==> src/rtl/fpm_pkg.sv <==
package fpm_pkg;

    typedef enum logic [1:0] {
        CLS_ZERO = 2'd0,
        CLS_NORM = 2'd1,
        CLS_INF  = 2'd2,
        CLS_NAN  = 2'd3
    } fp_class_e;

    typedef struct packed {
        logic inv;
        logic ovf;
        logic unf;
    } fpm_flags_t;

endpackage

==> src/rtl/fpm_unpack.sv <==
module fpm_unpack
    import fpm_pkg::*;
#(
    parameter int EXP_W  = 8,
    parameter int FRAC_W = 23
) (
    input  logic [EXP_W+FRAC_W:0] word_i,
    output logic                  sign_o,
    output logic [EXP_W-1:0]      exp_o,
    output logic [FRAC_W:0]       sig_o,
    output fp_class_e             cls_o
);
    localparam int W = EXP_W + FRAC_W + 1;

    logic [EXP_W-1:0]  exp_f;
    logic [FRAC_W-1:0] frac_f;

    assign sign_o = word_i[W-1];
    assign exp_f  = word_i[W-2 -: EXP_W];
    assign frac_f = word_i[FRAC_W-1:0];
    assign exp_o  = exp_f;
    // hidden one restored for normal values; flushed operands carry no significand
    assign sig_o  = {(exp_f != '0), frac_f};

    always_comb begin
        if (exp_f == '0)                       cls_o = CLS_ZERO;   // flush
        else if (exp_f == '1 && frac_f == '0)  cls_o = CLS_INF;
        else if (exp_f == '1)                  cls_o = CLS_NAN;
        else                                   cls_o = CLS_NORM;
    end

endmodule

==> src/rtl/fpm_round.sv <==
module fpm_round #(
    parameter int FRAC_W = 23
) (
    input  logic [2*FRAC_W+1:0] prod_i,
    output logic [FRAC_W-1:0]   frac_o,
    output logic [1:0]          exp_inc_o
);
    localparam int PROD_W = 2 * (FRAC_W + 1);

    logic              top;
    logic [FRAC_W-1:0] mant;
    logic              g_bit;
    logic              r_bit;
    logic              s_bit;
    logic              up;
    logic [FRAC_W:0]   sum;

    assign top = prod_i[PROD_W-1];

    // pick the window depending on whether the product reached 2.0
    always_comb begin
        if (top) begin
            mant  = prod_i[PROD_W-2 -: FRAC_W];
            g_bit = prod_i[PROD_W-2-FRAC_W];
            r_bit = prod_i[PROD_W-3-FRAC_W];
            s_bit = |prod_i[PROD_W-4-FRAC_W:0];
        end else begin
            mant  = prod_i[PROD_W-3 -: FRAC_W];
            g_bit = prod_i[PROD_W-3-FRAC_W];
            r_bit = prod_i[PROD_W-4-FRAC_W];
            s_bit = |prod_i[PROD_W-5-FRAC_W:0];
        end
    end

    // nearest, ties to even
    assign up        = g_bit & (r_bit | s_bit | mant[0]);
    assign sum       = {1'b0, mant} + {{FRAC_W{1'b0}}, up};
    assign frac_o    = sum[FRAC_W-1:0];
    assign exp_inc_o = {1'b0, top} + {1'b0, sum[FRAC_W]};

endmodule

==> src/rtl/fp32_mul_unit.sv <==
module fp32_mul_unit
    import fpm_pkg::*;
#(
    parameter int EXP_W  = 8,
    parameter int FRAC_W = 23
) (
    input  logic                   clk,
    input  logic                   rst_n,
    input  logic                   in_valid,
    input  logic [EXP_W+FRAC_W:0]  op_a,
    input  logic [EXP_W+FRAC_W:0]  op_b,
    output logic                   out_valid,
    output logic [EXP_W+FRAC_W:0]  result,
    output logic                   flag_ovf,
    output logic                   flag_unf,
    output logic                   flag_inv
);
    localparam int W      = EXP_W + FRAC_W + 1;
    localparam int SIG_W  = FRAC_W + 1;
    localparam int PROD_W = 2 * SIG_W;
    localparam int EW     = EXP_W + 2;
    localparam int BIAS   = (1 << (EXP_W - 1)) - 1;
    localparam int EMAX   = (1 << EXP_W) - 1;
    localparam logic signed [EW-1:0] E_BIAS = EW'(BIAS);
    localparam logic signed [EW-1:0] E_TOP  = EW'(EMAX);
    localparam logic signed [EW-1:0] E_ZERO = '0;
    localparam logic [W-2:0] MAG_INF  = {{EXP_W{1'b1}}, {FRAC_W{1'b0}}};
    localparam logic [W-1:0] QNAN     = {1'b0, {EXP_W{1'b1}}, 1'b1, {(FRAC_W-1){1'b0}}};

    typedef struct packed {
        logic       valid;
        logic [W-1:0] res;
        fpm_flags_t flg;
    } out_state_t;

    logic [W-1:0]      opw   [2];
    logic              sgn   [2];
    logic [EXP_W-1:0]  exv   [2];
    logic [FRAC_W:0]   sig   [2];
    fp_class_e         cls   [2];

    assign opw[0] = op_a;
    assign opw[1] = op_b;

    for (genvar i = 0; i < 2; i++) begin : g_unpack
        fpm_unpack #(.EXP_W(EXP_W), .FRAC_W(FRAC_W)) u_unpack (
            .word_i (opw[i]),
            .sign_o (sgn[i]),
            .exp_o  (exv[i]),
            .sig_o  (sig[i]),
            .cls_o  (cls[i])
        );
    end

    logic [PROD_W-1:0] prod;
    logic [FRAC_W-1:0] frac_r;
    logic [1:0]        inc;

    assign prod = sig[0] * sig[1];

    fpm_round #(.FRAC_W(FRAC_W)) u_round (
        .prod_i    (prod),
        .frac_o    (frac_r),
        .exp_inc_o (inc)
    );

    out_state_t        st_d, st_q;
    logic              s_prod;
    logic              any_nan, any_inf, any_zero;
    logic signed [EW-1:0] e_wide;

    always_comb begin
        s_prod   = sgn[0] ^ sgn[1];
        any_nan  = (cls[0] == CLS_NAN)  || (cls[1] == CLS_NAN);
        any_inf  = (cls[0] == CLS_INF)  || (cls[1] == CLS_INF);
        any_zero = (cls[0] == CLS_ZERO) || (cls[1] == CLS_ZERO);
        // biased sum of exponents plus normalisation/rounding adjustments
        e_wide   = $signed({2'b00, exv[0]}) + $signed({2'b00, exv[1]})
                 + $signed({{EXP_W{1'b0}}, inc}) - E_BIAS;

        st_d       = '0;
        st_d.valid = in_valid;
        if (in_valid) begin
            if (any_nan) begin
                st_d.res = QNAN;
            end else if (any_inf && any_zero) begin
                st_d.res     = QNAN;
                st_d.flg.inv = 1'b1;
            end else if (any_inf) begin
                st_d.res = {s_prod, MAG_INF};
            end else if (any_zero) begin
                st_d.res = {s_prod, {(W-1){1'b0}}};
            end else if (e_wide >= E_TOP) begin
                st_d.res     = {s_prod, MAG_INF};
                st_d.flg.ovf = 1'b1;
            end else if (e_wide <= E_ZERO) begin
                st_d.res     = {s_prod, {(W-1){1'b0}}};
                st_d.flg.unf = 1'b1;
            end else begin
                st_d.res = {s_prod, e_wide[EXP_W-1:0], frac_r};
            end
        end
    end

    always_ff @(posedge clk or negedge rst_n) begin
        if (!rst_n) st_q <= '0;
        else        st_q <= st_d;
    end

    assign out_valid = st_q.valid;
    assign result    = st_q.res;
    assign flag_ovf  = st_q.flg.ovf;
    assign flag_unf  = st_q.flg.unf;
    assign flag_inv  = st_q.flg.inv;

    // ---- assertions ----
    p_valid_follow_r1: assert property (@(posedge clk) disable iff (!rst_n)
        in_valid |=> out_valid);

    p_idle_quiet_r1: assert property (@(posedge clk) disable iff (!rst_n)
        !in_valid |=> (!out_valid && result == '0 && !flag_ovf && !flag_unf && !flag_inv));

    p_sign_xor_r3: assert property (@(posedge clk) disable iff (!rst_n)
        (out_valid && result[W-2 -: EXP_W] != '1) |-> result[W-1] == $past(op_a[W-1] ^ op_b[W-1]));

    p_ovf_inf_r7: assert property (@(posedge clk) disable iff (!rst_n)
        flag_ovf |-> (out_valid && result[W-2:0] == MAG_INF));

    p_unf_zero_r8: assert property (@(posedge clk) disable iff (!rst_n)
        flag_unf |-> (out_valid && result[W-2:0] == '0));

    p_inv_qnan_r9: assert property (@(posedge clk) disable iff (!rst_n)
        flag_inv |-> result == QNAN);

    p_flag_onehot_r13: assert property (@(posedge clk) disable iff (!rst_n)
        $onehot0({flag_ovf, flag_unf, flag_inv}));

endmodule

==> config.mk <==
export PLATFORM = sky130hd
export DESIGN_NAME = fp32_mul_unit
export DESIGN_NICKNAME = d
export VERILOG_FILES = /design/src/rtl/fpm_pkg.sv /design/src/rtl/fpm_unpack.sv /design/src/rtl/fpm_round.sv /design/src/rtl/fp32_mul_unit.sv
export SDC_FILE = /design/constraint.sdc
export NUM_CORES = 2
export LEC_CHECK = 0
export ABC_AREA = 1
export BUFFER_PORTS_ARGS = -buffer_cell sky130_fd_sc_hd__buf_2
export CAP_MARGIN = 20
export CORE_AREA = 3 3 241 243
export DETAILED_ROUTE_END_ITERATION = 8
export DIE_AREA = 0 0 244 246
export PLACE_DENSITY = 0.62
export SLEW_MARGIN = 15
export SYNTH_ARGS = -nofsm -noshare
export SYNTH_HDL_FRONTEND = slang
export SYNTH_SLANG_ARGS = --single-unit
export TNS_END_PERCENT = 100
==> constraint.sdc <==
create_clock -name clk -period 0.8 [get_ports clk]
set_input_delay 0.08 -clock clk [delete_from_list [all_inputs] [get_ports clk]]
set_output_delay 0.08 -clock clk [all_outputs]
set_load 0.005 [all_outputs]
======== After elaboration in Yosys (flattened, before gate mapping) ========
Cells that the tools add are included.
operators by class
  add/subtract/negate cells ............... 5
  $mul .................................... 1
  magnitude comparators ................... 2
  equality and inequality tests ........... 6
  multiplexer cells ....................... 25
  bitwise logic cells ..................... 4
  reductions and logical operators ........ 16
operator list
  operator                                                            count
  2-to-1 mux 31 bit                                                   4
  2-to-1 mux 32 bit                                                   2
  multiplier 24 x 24 -> 48 bit                                        1
  logical NOT 23 bit                                                  2
  2-to-1 mux 35 bit                                                   1
  adder 23 x 1 -> 24 bit                                              1
  2-to-1 mux 23 bit                                                   1
  OR reduction 22 bit                                                 1
  OR reduction 21 bit                                                 1
  2-to-1 mux 2 bit                                                    9
  == test 8 bit, second input constant                                2
  logical NOT 8 bit                                                   2
  nonzero test 8 bit                                                  2
  adder 9 x 2 -> 10 bit                                               1
  greater-or-equal comparator 10 x 9 -> 1 bit, second input constant  1
  <= comparator 10 x 1 -> 1 bit, second input constant                1
  subtractor 10 x 8 -> 10 bit, second input constant                  1
  adder 8 x 8 -> 9 bit                                                1
  == test 2 bit, second input constant                                4
  2-to-1 mux 1 bit                                                    7
  logical NOT 2 bit                                                   2
  logical AND 1 bit                                                   3
  logical OR 1 bit                                                    3
  2-to-1 mux 3 bit                                                    1
  4 further kinds                                                     5
storage, ports and cells
  register bits ........................... 36
  input bits .............................. 67
  output and inout bits ................... 36
  word-level logic and storage cells ...... 64

======== Logic depth before layout (Yosys ltp) ========
  depth in word-level cells ............... 19
  mapped depth ............................ 59
  gate-level depth less buffers ........... 57

======== Modules after synthesis ========
From an unflattened synthesis, not the netlist that was laid out.
second synthesis, totals
  cell total of the unflattened synthesis .. 3312
  area total of the unflattened synthesis .. 24244.5 um^2
modules (own cells, without submodules)
  module         instances  cells each  area each (um^2)  sequential area each (um^2)
  fp32_mul_unit  1          2839        21820.9           900.9
  fpm_round      1          323         1592.8            0.0
  fpm_unpack     2          75          415.4             0.0

======== Worst setup path before layout ========
Ideal clock, no wire load.
  kind .................................... input-to-reg
  start ................................... in op_a[27]
  end ..................................... reg st_q, in the netlist result[5]
  library setup time ...................... 0.078 ns
  arrival time ............................ 9.169 ns
  required time ........................... 0.722 ns
  setup slack ............................. -8.447 ns
  stages on the path ...................... 55
  buffers on the path ..................... 3
  cells stage by stage .................... nor2_1 -> nand3_1 -> nor2_1 -> clkbuf_1 -> nor2_1 -> fa_1 -> fa_1 -> fa_1 -> inv_1 -> fa_1 -> inv_1 -> fa_1 -> inv_1 -> fa_1 -> inv_1 -> fa_1 -> ha_1 -> nand2_1 -> [... 19 more ...] -> nor2_1 -> fa_1 -> inv_1 -> fa_1 -> o21ai_0 -> a21oi_1 -> nor2_1 -> nor2_1 -> xor2_1 -> nor2_1 -> nand3_1 -> nand2_1 -> nand2_1 -> nand2_1 -> nor3_1 -> buf_4 -> o21ai_0 -> a21oi_1
RTL lines
  item                    RTL line              text
  start: declaration      fp32_mul_unit.sv:10   input logic [EXP_W+FRAC_W:0] op_a,
  end signal: assignment  fp32_mul_unit.sv:107  else st_q <= st_d;
  end: declaration        fp32_mul_unit.sv:67   out_state_t st_d, st_q;

==> results by group <==
Status
  – Status: complete, but fails checks
  – Failing checks: setup timing

Floorplan
  – Total die area: 0.0600 mm^2
  – Width of the die: 244 um
  – Rows: 87
  – Die Height: 246 um
  – CORE AREA: 0.0562 mm^2
  – IO Pins: 103
  – Initial Util: 41.9%

Timing
  – Final hold violation count: 0
  – Final period util: 1120%
  – Setup_tns: -269.57 ns
  – Slew Limit Headroom: 64.5%
  – Final setup margin: -8.18 ns
  – Fmax achieved: 0.111 GHz
  – RSZ-0062 raised after global routing: true
  – Final Setup Violations: 71
  – Post-layout min period: 8.98 ns
  – Max-slew violations: 0
  – Worst-Margin Slew: 0.529 ns

Critical path
  – CP endpoint kind: flip-flop
  – CP Launch Type: input port
  – Critical path's top delay family: adder cells
  – Worst Path Arrival: 9.13 ns
  – WS Path Type: input port to flip-flop
  – WP buf/inv: 28
  – Biggest cell delay along the critical path: 0.60 ns
  – Most used cell, CP: buf_4
  – Critical path's slowest cell: fa_1
  – Crit path max fanout: 8
  – Critical path data required time: 0.96 ns

Hold path
  – Hold_sp: in_valid
  – Hold depth: 2
  – Hold crit path type: input port to flip-flop
  – Worst Hold Path EP: out_valid$_DFF_PN0_

Synth
  – Mapped Cells: 3275
  – Synthesized area per cell: 7.18 um^2
  – Post-synth ARST share: 100%
  – Sequential share of the synthesized area: 3.83%
  – Top cells by instance count after synthesis: 984 x nand2_1, 942 x inv_1, 484 x fa_1
  – Post-synth top area share: 41.2%
  – FF+latch count, synth: 36
  – Distinct cells, synth: 47
  – EDFF count, synth: 0
  – Synth area leader: fa_1
  – Top FF cell, synth: dfrtp_1
  – Number of warnings issued by yosys: 0
  – Synthesized area: 0.0235 mm^2
  – Syn_nets: 4015
  – Synth top area cells: fa_1 41%, nand2_1 16%, inv_1 15%
  – Most frequent cell after synthesis: nand2_1

Clock network
  – H-Tree Depth: 2
  – Sink Count: 36
  – Root Driver: clkbuf_16
  – Num CTS Buffers: 5
  – CTS tree: done
  – CTS Buffer Depth: 2
  – Worst-path clk slew: 0.06 ns

Global route
  – Global-route wire length before repair: 112000 um
  – Initial antenna violation count: 3
  – Largest net degree at the start of global routing: 37
  – Total gr overflow: 0
  – GRT Resource Usage Total: 23.1%
  – Vias in the first global route: 22.1k

Detailed routing
  – Routed vias/inst: 4.73
  – DRT antenna net count: 0
  – WL/cell: 15.2 um
  – Final wirelength: 68400 um
  – Detailed Routing Iterations Pass 1: 5
  – Via count: 21.3k
  – 1st-iter DRT viols: 1148
  – # DRC: 0

Run
  – Max-cap violations: 0

Finish
  – Fill count: 5381
  – Reg area: 901 um^2
  – Footprint of the multi-input gates: 0.0196 mm^2
  – Layout cells sized above 1: 23.4%
  – Final net count: 4495
  – Synth-to-layout area growth: 27.4%

Placed design
  – Hpwl dp: 58300 um
  – Final GP Congestion: 0.920
  – PortBufs: 102
## per-layer routing
metal	track usage (%)	up-vias	routed length, um
li1	-	10200	-
met1	30.3	10400	28800
met2	40.3	607	33400
met3	2.98	134	3980
met4	6.29	2	2220
met5	0	-	12
## placed cells by master, fill, tap and decap left out, types with 8 or more instances in the layout
cell type,instances
nand3_1,58
nor3_1,16
buf_12,11
ha_4,17
buf_4,492
nor2_1,123
nand2_2,54
buf_2,59
nand3_2,12
o21ai_2,8
a21oi_1,45
fa_2,8
xor2_1,19
fa_1,476
o21ai_1,8
ha_1,172
a21oi_2,13
buf_6,46
inv_2,32
nor2_4,34
inv_1,917
nor2_2,13
dfrtp_1,36
nor4_1,11
xnor2_1,13
nand2_1,935
nand4_1,18
nand2_4,29
## kinds of logic (layout without fill, tap and decap cells)
group	Yosys count	after routing	share of synthesized area, %
other	0	3	0
and+or+nand+nor	1335	1337	23.6
adders and majority gates	673	673	51.2
AOI/OAI and AO/OA	102	102	2.41
DFF	36	36	3.83
xor gates and xnor gates	35	35	1.30
buffers and inverters	1094	1573	17.6
## timing repair
action                     4_1_cts  5_1_grt
hold buffers                     1        0
hold endpoints to repair        36        0
setup endpoints to repair       71       71
setup buffers                   57       13
gates cloned                     4        0
resized for setup              192       92
pin swaps                       57       68
## worst max-delay path by stage
| stage | cells past startpoint | slack (ns) | end | start |
|---|---|---|---|---|
| final | 58 | -8.18 | result[20]$_DFF_PN0_ | op_b[28] |
| after global routing | 55 | -8.53 | result[5]$_DFF_PN0_ | op_b[28] |
| after CTS | 56 | -7.87 | result[12]$_DFF_PN0_ | op_a[26] |
| after detailed placement | 54 | -8.44 | result[8]$_DFF_PN0_ | op_b[27] |
| after global placement | 52 | -8.35 | result[11]$_DFF_PN0_ | op_b[9] |
| after floorplan | 57 | -7.57 | result[5]$_DFF_PN0_ | op_b[14] |
## final cells by class
class / count / area share, %
inverter: 951 / 11.9
antenna: 3 / 0.0251
tap: 756 / 3.16
sequential: 36 / 3.01
multi-input combinational: 2147 / 65.3
timing repair buffer: 614 / 16.1
clock buffer: 6 / 0.464
clock inverter: 2 / 0.0334
## stage by stage
| stage | hold slack, ns | utilization [%] | area (um^2) | cells | setup slack [ns] |
|---|---|---|---|---|---|
| 2_1_floorplan | -0.216 | - | 24700 | 3275 | -7.57 |
| 3_3_place_gp | 0.0534 | 50.3 | 28200 | 4436 | -8.35 |
| 3_5_place_dp | 0.0523 | 50.3 | 28200 | 4436 | -8.44 |
| 4_1_cts | 0.0512 | 52.6 | 29500 | 4501 | -7.87 |
| 5_1_grt | 0.0645 | 53.3 | 30000 | 4513 | -8.53 |
| 6_report | 0.0525 | 53.3 | 30000 | 4515 | -8.18 |
## registers in the layout, indices dropped and copies added (netlist names)
name,count
flag_unf,1
flag_ovf,1
flag_inv,1
out_valid,1
result,32
Power is left out: the tool's default activity adds up to more than one toggle a clock period on the data nets, which glitch-free logic cannot reach.
